$ cat src/rtl/rstk_pkg.sv
// Shared types for the register stack.
// Assumes: nothing beyond standard SystemVerilog.
package rstk_pkg;
    // Decoded request kind for one cycle.
    typedef enum logic [2:0] {
        RQ_IDLE     = 3'd0,
        RQ_PUSH     = 3'd1,
        RQ_POP      = 3'd2,
        RQ_PUSH_REJ = 3'd3,
        RQ_POP_REJ  = 3'd4
    } rq_kind_t;
endpackage

$ cat src/rtl/rstk_ctrl.sv
// Pointer and flag control for the register stack.
// It decodes each request and moves the pointer: up before a write, down after a read.
// Full and empty are set only when the pointer wraps to zero.
// Assumes: DEPTH is a power of two, so the pointer wraps naturally.
module rstk_ctrl
    import rstk_pkg::*;
#(
    parameter int DEPTH = 64,
    localparam int AW = $clog2(DEPTH)
) (
    input  logic          clk,
    input  logic          rst_n,
    input  logic          push_i,
    input  logic          pop_i,
    output logic [AW-1:0] sp_o,
    output logic          full_o,
    output logic          empty_o,
    output logic          err_o,
    output logic          wr_en_o,
    output logic [AW-1:0] wr_addr_o,
    output logic          rd_en_o,
    output logic [AW-1:0] rd_addr_o
);
    localparam logic [AW-1:0] PTR_ONE  = AW'(1);
    localparam logic [AW-1:0] PTR_ZERO = '0;

    logic [AW-1:0] sp_q;
    logic          full_q;
    logic          empty_q;
    logic          err_q;
    logic [AW-1:0] sp_up;
    logic [AW-1:0] sp_dn;
    rq_kind_t      kind;

    assign sp_up = sp_q + PTR_ONE;
    assign sp_dn = sp_q - PTR_ONE;

    // Classify the request; pop has priority over push.
    always_comb begin
        kind = RQ_IDLE;
        if (pop_i) begin
            kind = empty_q ? RQ_POP_REJ : RQ_POP;
        end else if (push_i) begin
            kind = full_q ? RQ_PUSH_REJ : RQ_PUSH;
        end
    end

    // Update the pointer, the flags and the error pulse.
    always_ff @(posedge clk) begin
        if (!rst_n) begin
            sp_q    <= PTR_ZERO;
            full_q  <= 1'b0;
            empty_q <= 1'b1;
            err_q   <= 1'b0;
        end else begin
            err_q <= 1'b0;
            unique case (kind)
                RQ_PUSH: begin
                    sp_q    <= sp_up;
                    full_q  <= (sp_up == PTR_ZERO);
                    empty_q <= 1'b0;
                end
                RQ_POP: begin
                    sp_q    <= sp_dn;
                    empty_q <= (sp_dn == PTR_ZERO);
                    full_q  <= 1'b0;
                end
                RQ_PUSH_REJ, RQ_POP_REJ: err_q <= 1'b1;
                default: ;
            endcase
        end
    end

    assign sp_o      = sp_q;
    assign full_o    = full_q;
    assign empty_o   = empty_q;
    assign err_o     = err_q;
    assign wr_en_o   = (kind == RQ_PUSH);
    assign wr_addr_o = sp_up;
    assign rd_en_o   = (kind == RQ_POP);
    assign rd_addr_o = sp_q;

    // An accepted push advances the pointer and clears empty.
    assert_push_adv_R2: assert property (@(posedge clk) disable iff (!rst_n)
        (push_i && !pop_i && !full_o) |=> (sp_o == $past(sp_o) + PTR_ONE) && !empty_o);

    // An accepted pop moves the pointer back and clears full.
    assert_pop_ret_R3: assert property (@(posedge clk) disable iff (!rst_n)
        (pop_i && !empty_o) |=> (sp_o == $past(sp_o) - PTR_ONE) && !full_o);

    // Full is set only at the wrap point of the pointer.
    assert_full_at_zero_R4: assert property (@(posedge clk) disable iff (!rst_n)
        full_o |-> (sp_o == PTR_ZERO));

    // Empty is set only at the wrap point of the pointer.
    assert_empty_at_zero_R5: assert property (@(posedge clk) disable iff (!rst_n)
        empty_o |-> (sp_o == PTR_ZERO));

    // A push into a full stack changes nothing and pulses the error.
    assert_no_overflow_R6: assert property (@(posedge clk) disable iff (!rst_n)
        (push_i && !pop_i && full_o) |=> err_o && full_o && $stable(sp_o));

    // A pop from an empty stack changes nothing and pulses the error, even with a push present.
    assert_no_underflow_R7: assert property (@(posedge clk) disable iff (!rst_n)
        (pop_i && empty_o) |=> err_o && empty_o && $stable(sp_o));

    // The error lasts a single cycle unless another bad request arrives.
    assert_err_pulse_R6: assert property (@(posedge clk) disable iff (!rst_n)
        (err_o && !(pop_i && empty_o) && !(push_i && !pop_i && full_o)) |=> !err_o);

    // Full and empty are mutually exclusive.
    assert_flags_excl_R10: assert property (@(posedge clk) disable iff (!rst_n)
        !(full_o && empty_o));
endmodule

$ cat src/rtl/rstk_store.sv
// Storage array for the register stack.
// It has one write port and one registered read port.
// Assumes: the write and read enables are never both set in one cycle.
module rstk_store #(
    parameter int DATA_W = 8,
    parameter int DEPTH  = 64,
    localparam int AW = $clog2(DEPTH)
) (
    input  logic              clk,
    input  logic              rst_n,
    input  logic              wr_en_i,
    input  logic [AW-1:0]     wr_addr_i,
    input  logic [DATA_W-1:0] wr_data_i,
    input  logic              rd_en_i,
    input  logic [AW-1:0]     rd_addr_i,
    output logic [DATA_W-1:0] rd_data_o
);
    logic [DATA_W-1:0] slot_q [DEPTH];
    logic [DATA_W-1:0] rd_q;

    // Write the pushed word into its slot.
    always_ff @(posedge clk) begin
        if (wr_en_i) begin
            slot_q[wr_addr_i] <= wr_data_i;
        end
    end

    // Capture the popped word; hold it otherwise.
    always_ff @(posedge clk) begin
        if (!rst_n) begin
            rd_q <= '0;
        end else if (rd_en_i) begin
            rd_q <= slot_q[rd_addr_i];
        end
    end

    assign rd_data_o = rd_q;

    // The output changes only after an accepted pop.
    assert_dout_hold_R9: assert property (@(posedge clk) disable iff (!rst_n)
        !rd_en_i |=> $stable(rd_data_o));

    // Reads and writes are never requested together.
    assert_port_excl_R8: assert property (@(posedge clk) disable iff (!rst_n)
        !(wr_en_i && rd_en_i));
endmodule

$ cat src/rtl/reg_stack.sv
// Top level of the wrapping register stack.
// It joins the pointer and flag control to the storage array.
// Assumes: DEPTH is a power of two and at least 2.
module reg_stack #(
    parameter int DATA_W = 8,
    parameter int DEPTH  = 64
) (
    input  logic                     clk,
    input  logic                     rst_n,
    input  logic                     push_i,
    input  logic                     pop_i,
    input  logic [DATA_W-1:0]        din_i,
    output logic [DATA_W-1:0]        dout_o,
    output logic [$clog2(DEPTH)-1:0] sp_o,
    output logic                     full_o,
    output logic                     empty_o,
    output logic                     err_o
);
    localparam int AW = $clog2(DEPTH);

    logic          wr_en;
    logic          rd_en;
    logic [AW-1:0] wr_addr;
    logic [AW-1:0] rd_addr;

    rstk_ctrl #(.DEPTH(DEPTH)) ctrl_i (
        .clk       (clk),
        .rst_n     (rst_n),
        .push_i    (push_i),
        .pop_i     (pop_i),
        .sp_o      (sp_o),
        .full_o    (full_o),
        .empty_o   (empty_o),
        .err_o     (err_o),
        .wr_en_o   (wr_en),
        .wr_addr_o (wr_addr),
        .rd_en_o   (rd_en),
        .rd_addr_o (rd_addr)
    );

    rstk_store #(.DATA_W(DATA_W), .DEPTH(DEPTH)) store_i (
        .clk       (clk),
        .rst_n     (rst_n),
        .wr_en_i   (wr_en),
        .wr_addr_i (wr_addr),
        .wr_data_i (din_i),
        .rd_en_i   (rd_en),
        .rd_addr_i (rd_addr),
        .rd_data_o (dout_o)
    );

    // Reset state is visible on the outputs the cycle after reset is released.
    assert_reset_state_R1: assert property (@(posedge clk)
        !rst_n |=> (sp_o == '0) && empty_o && !full_o && !err_o && (dout_o == '0));
endmodule

$ cat config.mk
export PLATFORM = sky130hd
export DESIGN_NAME = reg_stack
export DESIGN_NICKNAME = d
export VERILOG_FILES = /design/src/rtl/rstk_pkg.sv /design/src/rtl/rstk_ctrl.sv /design/src/rtl/rstk_store.sv /design/src/rtl/reg_stack.sv
export SDC_FILE = /design/constraint.sdc
export NUM_CORES = 1
export LEC_CHECK = 0
export ABC_AREA = 1
export BUFFER_PORTS_ARGS = -buffer_cell sky130_fd_sc_hd__buf_2
export CORE_UTILIZATION = 53
export CTS_CLUSTER_DIAMETER = 200
export DETAILED_ROUTE_END_ITERATION = 10
export GPL_TIMING_DRIVEN = 0
export PLACE_DENSITY = 0.69
export SLEW_MARGIN = 15
export SYNTH_ARGS = -nofsm -noshare
export SYNTH_HDL_FRONTEND = slang
export SYNTH_SLANG_ARGS = --single-unit
$ cat constraint.sdc
create_clock -name clk -period 6.17 [get_ports clk]
set_input_delay 0.9255 -clock clk [delete_from_list [all_inputs] [get_ports clk]]
set_output_delay 0.9255 -clock clk [all_outputs]
set_load 0.02 [all_outputs]
==> results.tsv, run 1 <==
metric	value	unit
WL/cell	24.92	um
mux cell area share after synthesis	0	%
Req. time, crit path	6.37	ns
cell taking the most area after synthesis	edfxtp_1	
core outline area	42320	um2
fin crit share	61.37	%
Area growth syn-to-layout	11.02	%
post-placement cell area	23850	um2
DRT Pass-1 Iters	7	
Hold Vio Cnt, Final	0	
hold_ws	0.4952	ns
Ports	29	
Combinational Power Share	14.5	%
largest family of logic cells by synthesized area	simple AND/OR/NAND/NOR gates	
DP Wirelength	47000	um
routed vias/inst	5.683	
Final Critical Period	3.787	ns
Non-Filler Instances	2863	
number of DRC markers in iteration 0	2314	
largest fanout on the critical path	10	
total grt overflow	0	
Cells after Synth	2163	
top post-synthesis cells by area	edfxtp_1, nand3_1, nand2_1	
Final Max Tran Viols	0	
Num CTS Buffers	53	
XOR/XNOR Fraction of Synth Area	0.2618	%
Synth Warn #	0	
sequential area share after synthesis	68.50	%
max capacitance violation total	0	
port bufs	28	
Synth Area in Simple Gates	21.33	%
RSZ-0062 raised after global routing	no	
Worst R2R Start	ctrl_i.rd_addr_o[0]$_SDFFE_PN0P_	
sequential power share	48.1	%
Max clock buf depth	3	
worst slack, placed	2.498	ns
gpl congestion	1.056	
die width	210.1	um
Critical Path Source Type	register	
CP arrival	3.99	ns
Total Power	8.273	mW
status	finished, final reports clean	
Mapped Avg Cell Area	10.61	um2
design area	25470	um2
crit path launch	ctrl_i.rd_addr_o[0]$_SDFFE_PN0P_	
DRC viols	0	
Cell Pwr Density	324.8	nW/um2
Cells after DPL	2769	
H-tree Lvls	2	
share of cells above drive strength 1	10.37	%
synth unique cells	26	
Final Skew	0.02466	ns
Worst VDD drop	264.6	uV
internal power	6.008	mW
FMAX	264.1	MHz
# hold bufs at CTS	0	
worst-margin pin slew	1.295	ns
post-route ant nets	0	
Post-Syn Nets	2179	
register bit total from synthesis	529	
Leak	10.18	nW
Switching Fraction	27.37	%
clock root buffer	clkbuf_16	
postcts setup bufs	0	
Post-Synth Adder-Cell Area	0.2182	%
global-route wire length before repair	103100	um
min-delay worst type	reg2reg	
TritonCTS clock tree	done	
post_cts resized	0	
cell area after synthesis	22940	um2
Compound-Gate Fraction of Synth Area	1.811	%
die height	210.1	um
pin count of the biggest net entering global routing	65	
critical hold path startpoint	ctrl_i.full_o$_SDFFE_PN0P_	
critical path type	reg2reg	
final WL	71350	um
via count	16271	
clock slew at reported path FFs	0.06	ns
initial core utilization	54.21	%
share of the synthesized area in the top cell type	67.02	%
antenna cells	0	
Crit. End Element	register	
clock share of power	37.4	%
num rows	75	
final core utilization	60.18	%
full die area	44120	um2
final worst slack	2.383	ns
Clock Sinks	529	
Slew headroom	13.38	%
vias in the first global route	15443	
net switching power figure	2.264	mW
Worst-Skew Late Latency	0.61	ns
initial antenna violation count	1	
setup TNS	0	ns
total track usage	33.01	%
setup violators final	0	
Layout Nets	2263	
path summary, 6_finish.rpt:
kind | end | cells past startpoint | slack (ns)
max | store_i.slot_q[26][2]$_DFFE_PP_ | 8 | 2.38
min | ctrl_i.full_o$_SDFFE_PN0P_ | 2 | 0.50
max reg2reg | store_i.slot_q[26][2]$_DFFE_PP_ | 8 | 2.38
min reg2reg | ctrl_i.full_o$_SDFFE_PN0P_ | 2 | 0.50
sequential cells by signal, summed over array words and instances (netlist names):
signal,flops
store_i.slot_q,512
store_i.rd_data_o,8
ctrl_i.rd_addr_o,6
ctrl_i.empty_o,1
ctrl_i.err_o,1
ctrl_i.full_o,1
synthesized netlist by cell type (all sizes together):
library cell  count
o221ai            1
a21oi             7
dfxtp            17
nor2            131
ha                4
edfxtp          512
o41ai             1
o22ai             2
xor2              6
nand3           422
or2              66
inv             325
clkinv            2
buf              84
o211ai           32
nand2           497
clkbuf           31
nand4             1
o21ai            22
power by group through the flow:
stage / Sequential (mW) / Clock (mW) / Combinational, mW
4_1_cts: 3.98 / 3.10 / 1.17
5_1_grt: 3.98 / 3.23 / 1.26
3_3_place_gp: 4.05 / 0 / 1.15
2_1_floorplan: 4.06 / 0 / 0.632
6_report: 3.98 / 3.10 / 1.20
3_5_place_dp: 4.05 / 0 / 1.16
final cells by class:
cell class,count,area (um2)
fillers,3458,16850
clock buffers,73,1443
multi-input cells,1192,5419
flip-flops and latches,529,15720
plain buffers,115,579.3
well taps,577,721.9
repair buffers,29,187.7
inverters,327,1227
clock inverters,21,176.4
per-layer routing:
metal  up-vias  wire, um  track usage (%)
met2       993     32730            51.93
met4         2      2466            11.88
met1      7785     27810            45.26
met5         -        12                0
li1       7334         -                -
met3       157      8329            7.524
layout by cell type, fill, tap and decap left out, drive strengths merged:
cell type and n:
o211ai 32, o41ai 1, dfxtp 17, nor2 131, ha 4, o21ai 22
clkinvlp 1, buf 113, clkbuf 104, xor2 6, inv 327, nand2 497
o22ai 2, bufinv 3, nand3 422, or2 66, nand4 1, o221ai 1
edfxtp 512, clkinv 17, a21oi 7
logic make-up (layout without fill, tap and decap cells):
group | after synthesis | after routing
AND/OR/NAND/NOR | 1117 | 1117
buffers and inverters | 442 | 565
flip-flops | 529 | 529
AO/OA/AOI/OAI | 65 | 65
XOR/XNOR | 6 | 6
adder cells (fa/ha/maj) | 4 | 4
critical path, cell delays in order, from the launching register on:
cell and delay, ns:
dfxtp_1 0.71, inv_2 0.08, buf_2 0.25, buf_2 0.24, ha_1 0.40, inv_1 0.08, nor2_1 0.15, nand2_1 0.36
nor2_1 1.11
Power figures use the tool's default switching activity.
==> run 2, diff against run 1 <==
--- a/config.mk
+++ b/config.mk
@@ -11,7 +11,7 @@
 export CTS_CLUSTER_DIAMETER = 200
 export DETAILED_ROUTE_END_ITERATION = 10
 export GPL_TIMING_DRIVEN = 0
-export PLACE_DENSITY = 0.69
+export PLACE_DENSITY = 0.71
 export SLEW_MARGIN = 15
 export SYNTH_ARGS = -nofsm -noshare
 export SYNTH_HDL_FRONTEND = slang
==> constraint.sdc (replaced) <==
create_clock -name clk -period 3.1 [get_ports clk]
set_input_delay 0.465 -clock clk [delete_from_list [all_inputs] [get_ports clk]]
set_output_delay 0.465 -clock clk [all_outputs]
set_load 0.02 [all_outputs]
==> results.tsv, run 2 (synthesis gave the netlist of run 1 again) <==
metric	value	unit
status	complete, but fails checks	
failing checks	setup timing	
initial antenna violation count	0	
Fillers	3434	
Leak	10.21	nW
Largest register FFs	512	
final WL	71080	um
Area growth syn-to-layout	12.82	%
Worst-Skew Late Latency	0.63	ns
Max clock buf depth	3	
routed vias/inst	5.711	
most frequent cells in the layout	edfxtp_1, nand2_1, nand3_1	
total grt overflow	0	
Critical R2R Capture	store_i.slot_q[28][1]$_DFFE_PP_	
number of DRC markers in iteration 0	2266	
TritonCTS clock tree	done	
Max stage delay on crit path	0.67	ns
crit-path cells	buf_2, inv_1, buf_2, buf_2, ha_1, nor2_1, nand2_1, nor2_2	
Critical Path Source Type	register	
largest reg by FF count	store_i.slot_q	
Final Skew	0.01290	ns
CP arrival	3.63	ns
FMAX	296.6	MHz
FF-to-FF setup slack	-0.27	ns
Crit. End Element	register	
hold_ws	0.08978	ns
min-delay worst type	in2reg	
critical hold path startpoint	pop_i	
largest fanout on the critical path	11	
clock root buffer	clkbuf_16	
setup violators final	182	
CP delay by family, top	simple AND/OR/NAND/NOR gates	
DP Wirelength	46560	um
Non-Filler Instances	2869	
Slew headroom	31.28	%
global-route wire length before repair	102500	um
Final Max Tran Viols	0	
Ports	29	
crit path max-delay cell type	nor2_2	
WL/cell	24.78	um
gpl congestion	1.027	
via count	16385	
Hold Vio Cnt, Final	0	
post-route ant nets	0	
depth of the worst register-to-register path	8	
clock slew at reported path FFs	0.06	ns
hold worst-path end	ctrl_i.err_o$_SDFF_PN0_	
most common cell after layout, fill and taps aside	edfxtp_1	
die width	210.1	um
antenna cells	0	
Num CTS Buffers	53	
port bufs	28	
RSZ-0062 raised after global routing	yes	
Cells after DPL	2768	
Req. time, crit path	3.35	ns
Layout Nets	2264	
worst-margin pin slew	1.031	ns
max capacitance violation total	0	
# hold bufs at CTS	0	
full die area	44120	um2
Cell Pwr Density	638.4	nW/um2
CP Buf/Inv Count	4	
pin count of the biggest net entering global routing	65	
DRT Pass-1 Iters	5	
Hold Crit Depth	3	
share of cells above drive strength 1	13.74	%
CP most frequent cell	buf_2	
fin crit share	108.8	%
DRC viols	0	
critical path type	reg2reg	
core outline area	42320	um2
final worst slack	-0.2713	ns
num rows	75	
H-tree Lvls	2	
vias in the first global route	15449	
Final Critical Period	3.371	ns
Clock Sinks	529	
total track usage	32.77	%
Worst VDD drop	505.4	uV
Worst R2R Start	ctrl_i.rd_addr_o[1]$_SDFFE_PN0P_	
initial core utilization	54.21	%
die height	210.1	um
==> run 2: changes by cell type in the layout (fill, tap and decap cells not counted), moves of 2 or more <==
cell | previous run | this run
buf_4 | 19 | 21
clkbuf_1 | 46 | 41
clkbuf_8 | 2 | 0
clkinv_1 | 13 | 16
clkinv_2 | 4 | 9
clkinv_4 | 0 | 2
clkinv_8 | 0 | 2
clkinvlp_4 | 1 | 3
nand2_1 | 497 | 492
nand2_2 | 0 | 3
nand2_4 | 0 | 2
nor2_1 | 131 | 67
nor2_2 | 0 | 21
nor2_4 | 0 | 43
==> run 2: through the flow <==
| step | util, % | area (um2) | TNS [ns] | power [mW] | worst slack, ns |
|---|---|---|---|---|---|
| after floorplan | - | 22940 | 0 | 9.330 | 0.6204 |
| after global placement | 56.24 | 23800 | -77.40 | 10.34 | -0.3461 |
| after detailed placement | 56.28 | 23820 | -100.80 | 10.37 | -0.4224 |
| after CTS | 60.67 | 25680 | -60.34 | 16.42 | -0.2049 |
| after global routing | 61.15 | 25880 | -36.49 | 16.90 | -0.2713 |
| final | 61.15 | 25880 | -28.67 | 16.52 | -0.2713 |
==> run 2: final cells by class <==
type	instances	area, um2	area share (%)
Clock inverter	34	269.0	1.039
Inverter	327	1227	4.743
Tap cell	577	721.9	2.789
Clock buffer	65	1371	5.299
Sequential cell	529	15720	60.72
Buffer	115	579.3	2.238
Timing Repair Buffer	30	175.2	0.6768
Multi-Input combinational cell	1192	5822	22.49
==> run 2: what timing repair did <==
| item | in CTS | in global routing |
|---|---|---|
| endpoints found under the setup margin | 512 | 491 |
| setup buffers | 2 | 0 |
| pin swaps | 1 | 1 |
| gates resized for setup | 68 | 47 |
==> run 2: report_power, final <==
group          leakage [nW]  internal, mW  switching (mW)
combinational          4.68         0.594            1.85
clock                 0.794          3.40            2.77
sequential             4.74          7.88          0.0235
==> run 2: worst max path at each step <==
stage | end | start | cells past startpoint
floorplan | store_i.slot_q[10][0]$_DFFE_PP_ | ctrl_i.rd_addr_o[1]$_SDFFE_PN0P_ | 9
global placement | store_i.slot_q[54][3]$_DFFE_PP_ | ctrl_i.rd_addr_o[1]$_SDFFE_PN0P_ | 9
detailed placement | store_i.slot_q[55][1]$_DFFE_PP_ | ctrl_i.rd_addr_o[1]$_SDFFE_PN0P_ | 9
CTS | store_i.slot_q[62][2]$_DFFE_PP_ | ctrl_i.rd_addr_o[1]$_SDFFE_PN0P_ | 9
global route | store_i.slot_q[57][2]$_DFFE_PP_ | ctrl_i.rd_addr_o[1]$_SDFFE_PN0P_ | 8
finish | store_i.slot_q[28][1]$_DFFE_PP_ | ctrl_i.rd_addr_o[1]$_SDFFE_PN0P_ | 8
==> run 2: worst register-to-register path: stages, from the launching register on <==
cell and delay (ns):
dfxtp_1 0.35, buf_2 0.19, inv_1 0.09, buf_2 0.31
buf_2 0.33, ha_1 0.33, nor2_1 0.21, nand2_1 0.51
nor2_2 0.68
==> run 2: routing by layer <==
layer	up-vias	track usage [%]	wire, um
li1	7365	-	-
met2	929	50.68	32480
met1	7921	45.19	28220
met4	2	12.41	2704
met3	168	7.688	7586
met5	-	1.557	91
==> run 3, diff against run 2 <==
--- a/config.mk
+++ b/config.mk
@@ -7,12 +7,15 @@
 export LEC_CHECK = 0
 export ABC_AREA = 1
 export BUFFER_PORTS_ARGS = -buffer_cell sky130_fd_sc_hd__buf_2
-export CORE_UTILIZATION = 53
+export CELL_PAD_IN_SITES_DETAIL_PLACEMENT = 1
+export CELL_PAD_IN_SITES_GLOBAL_PLACEMENT = 1
+export CORE_UTILIZATION = 46
 export CTS_CLUSTER_DIAMETER = 200
 export DETAILED_ROUTE_END_ITERATION = 10
 export GPL_TIMING_DRIVEN = 0
-export PLACE_DENSITY = 0.71
+export PLACE_DENSITY_LB_ADDON = 0.1
 export SLEW_MARGIN = 15
 export SYNTH_ARGS = -nofsm -noshare
 export SYNTH_HDL_FRONTEND = slang
+export SYNTH_HIERARCHICAL = 1
 export SYNTH_SLANG_ARGS = --single-unit
==> results.tsv, run 3 <==
metric	value	unit
register bit total from synthesis	529	
routed vias/inst	5.799	
largest family of logic cells by synthesized area	simple AND/OR/NAND/NOR gates	
RSZ-0062 raised after global routing	yes	
setup violators final	0	
Clock Sinks	529	
Compound-Gate Fraction of Synth Area	0.3364	%
DP Wirelength	47900	um
post-route ant nets	0	
Synth Warn #	6	
Req. time, crit path	3.33	ns
asr flop ratio synth	0	%
hold_ws	0.1645	ns
CP arrival	3.27	ns
Post-Synth Adder-Cell Area	0.2281	%
Slew headroom	40.39	%
most common flop cell mapped by yosys	edfxtp_1	
Post-Syn Nets	1944	
Hold Vio Cnt, Final	0	
clock slew at reported path FFs	0.06	ns
vias in the first global route	15608	
core outline area	46750	um2
total track usage	29.19	%
Mapped Avg Cell Area	11.38	um2
synth unique cells	27	
Leak	9.135	nW
Non-Filler Instances	2694	
initial antenna violation count	0	
crit path launch	ctrl_i/rd_addr_o[4]$_SDFFE_PN0P_	
port bufs	28	
Final Skew	0.01848	ns
Post-synth EDFFs	512	
pin count of the biggest net entering global routing	59	
worst-margin pin slew	0.8917	ns
die width	220.4	um
synth cell count leaders	nand2_1, edfxtp_1, nand3_1	
gpl congestion	0.8856	
most frequent cells in the layout	nand2_1, edfxtp_1, nand3_1	
cell taking the most area after synthesis	edfxtp_1	
Total Power	16.87	mW
Critical Path Source Type	register	
DRT Pass-1 Iters	5	
Num CTS Buffers	55	
H-tree Lvls	2	
Critical Path End	store_i/slot_q[24][2]$_DFFE_PP_	
TritonCTS clock tree	done	
FF-to-FF setup slack	0.07	ns
XOR/XNOR Fraction of Synth Area	0.03992	%
depth of the worst register-to-register path	8	
cell with the most instances after synthesis	nand2_1	
fin crit share	97.82	%
cell area after synthesis	21940	um2
Cells after DPL	2578	
clock root buffer	clkbuf_16	
top post-synthesis cells by area	edfxtp_1, nand3_1, nand2_1	
Worst R2R Start	ctrl_i/rd_addr_o[4]$_SDFFE_PN0P_	
FMAX	329.8	MHz
crit-path cells	inv_1, nor2_1, nand3_1, nand2_1, inv_1, inv_1, nand3_1, nor2_2	
Area growth syn-to-layout	15.57	%
Final Critical Period	3.032	ns
post-placement cell area	23140	um2
critical path type	reg2reg	
status	finished, final reports clean	
total grt overflow	0	
Max stage delay on crit path	0.70	ns
final WL	69370	um
die height	220.4	um
Ports	29	
Crit. End Element	register	
CP most frequent cell	inv_1	
Fillers	4862	
Cell Pwr Density	665.2	nW/um2
Max clock buf depth	3	
Worst VDD drop	447.6	uV
sequential area share after synthesis	71.62	%
full die area	48580	um2
num rows	79	
Cells after Synth	1928	
share of the synthesized area in the top cell type	70.07	%
crit path max-delay cell type	nor2_2	
number of DRC markers in iteration 0	1288	
initial core utilization	46.93	%
Largest register FFs	512	
Worst-Skew Late Latency	0.61	ns
Critical R2R Capture	store_i/slot_q[24][2]$_DFFE_PP_	
max capacitance violation total	0	
largest reg by FF count	store_i/slot_q	
mux cell area share after synthesis	0	%
Synth Area in Simple Gates	23.95	%
global-route wire length before repair	100700	um
min-delay worst type	in2reg	
via count	15623	
largest fanout on the critical path	8	
design area	25360	um2
share of cells above drive strength 1	15.05	%
Layout Nets	2056	
Final Max Tran Viols	0	
DRC viols	0	
most common cell after layout, fill and taps aside	nand2_1	
WL/cell	25.75	um
==> run 3: per-layer routing <==
metal,vias to the layer above,global-route usage (%),part of all wire [%]
met5,-,0,0
met4,0,12.25,4.2
met3,153,4.082,5.4
met2,503,49.14,49
met1,7961,37.95,41
li1,7006,-,-
==> run 3: final cells by class <==
type	instances	area (um2)	area share [%]
clock inverters	40	397.9	1.569
repair buffers	57	508.0	2.003
flip-flops and latches	529	15720	61.98
multi-input cells	1234	5684	22.42
inverters	41	165.2	0.6513
clock buffers	63	1449	5.714
plain buffers	122	674.4	2.659
well taps	607	759.5	2.995
diodes	1	2.502	0.009868
==> run 3: timing repair <==
item,CTS,global route
hold buffers,0,0
buffers inserted,12,2
setup endpoints to repair,457,462
resized for setup,39,41
pin swaps,4,0
==> run 3: logic make-up (layout without fill, tap and decap cells) <==
group,after synthesis,count (layout)
xor+xnor,1,1
simple gates,1215,1215
flops,529,529
other cells,0,1
fa+ha+maj,4,4
compound gates,14,14
buf+inv,165,323
==> run 3: worst max-delay path, delay by kind of cell (launching register included) <==
kind          cells  cell delay [ns]
simple gates      5             1.69
flops             1             0.54
buf+inv           3             0.41
==> run 3: power breakdown <==
group / total, mW / leakage (nW) / switching [mW] / internal [mW]
clock: 6.76 / 0.898 / 2.76 / 4.00
sequential: 7.93 / 4.74 / 0.0384 / 7.89
combinational: 2.18 / 3.49 / 1.62 / 0.564
==> run 3: per-stage QoR <==
stage / setup TNS, ns / setup WS [ns] / util, %
2_1_floorplan: 0 / 0.3932 / -
3_3_place_gp: -275.89 / -0.8248 / 48.86
3_5_place_dp: -330.44 / -0.9971 / 49.50
4_1_cts: 0 / 0.01740 / 53.90
5_1_grt: -6.802 / -0.09911 / 54.23
6_report: 0 / 0.06764 / 54.24
==> run 3: worst min-delay path by stage <==
stage | startpoint | to | slack [ns] | depth (start not counted)
after floorplan | ctrl_i/rd_addr_o[0]$_SDFFE_PN0P_ | ctrl_i/rd_addr_o[0]$_SDFFE_PN0P_ | 0.55 | 1
after global placement | ctrl_i/empty_o$_SDFFE_PN1P_ | ctrl_i/empty_o$_SDFFE_PN1P_ | 0.50 | 2
after detailed placement | ctrl_i/empty_o$_SDFFE_PN1P_ | ctrl_i/empty_o$_SDFFE_PN1P_ | 0.51 | 2
after CTS | push_i | ctrl_i/err_o$_SDFF_PN0_ | 0.14 | 3
after global routing | push_i | ctrl_i/err_o$_SDFF_PN0_ | 0.17 | 3
final | push_i | ctrl_i/err_o$_SDFF_PN0_ | 0.16 | 3
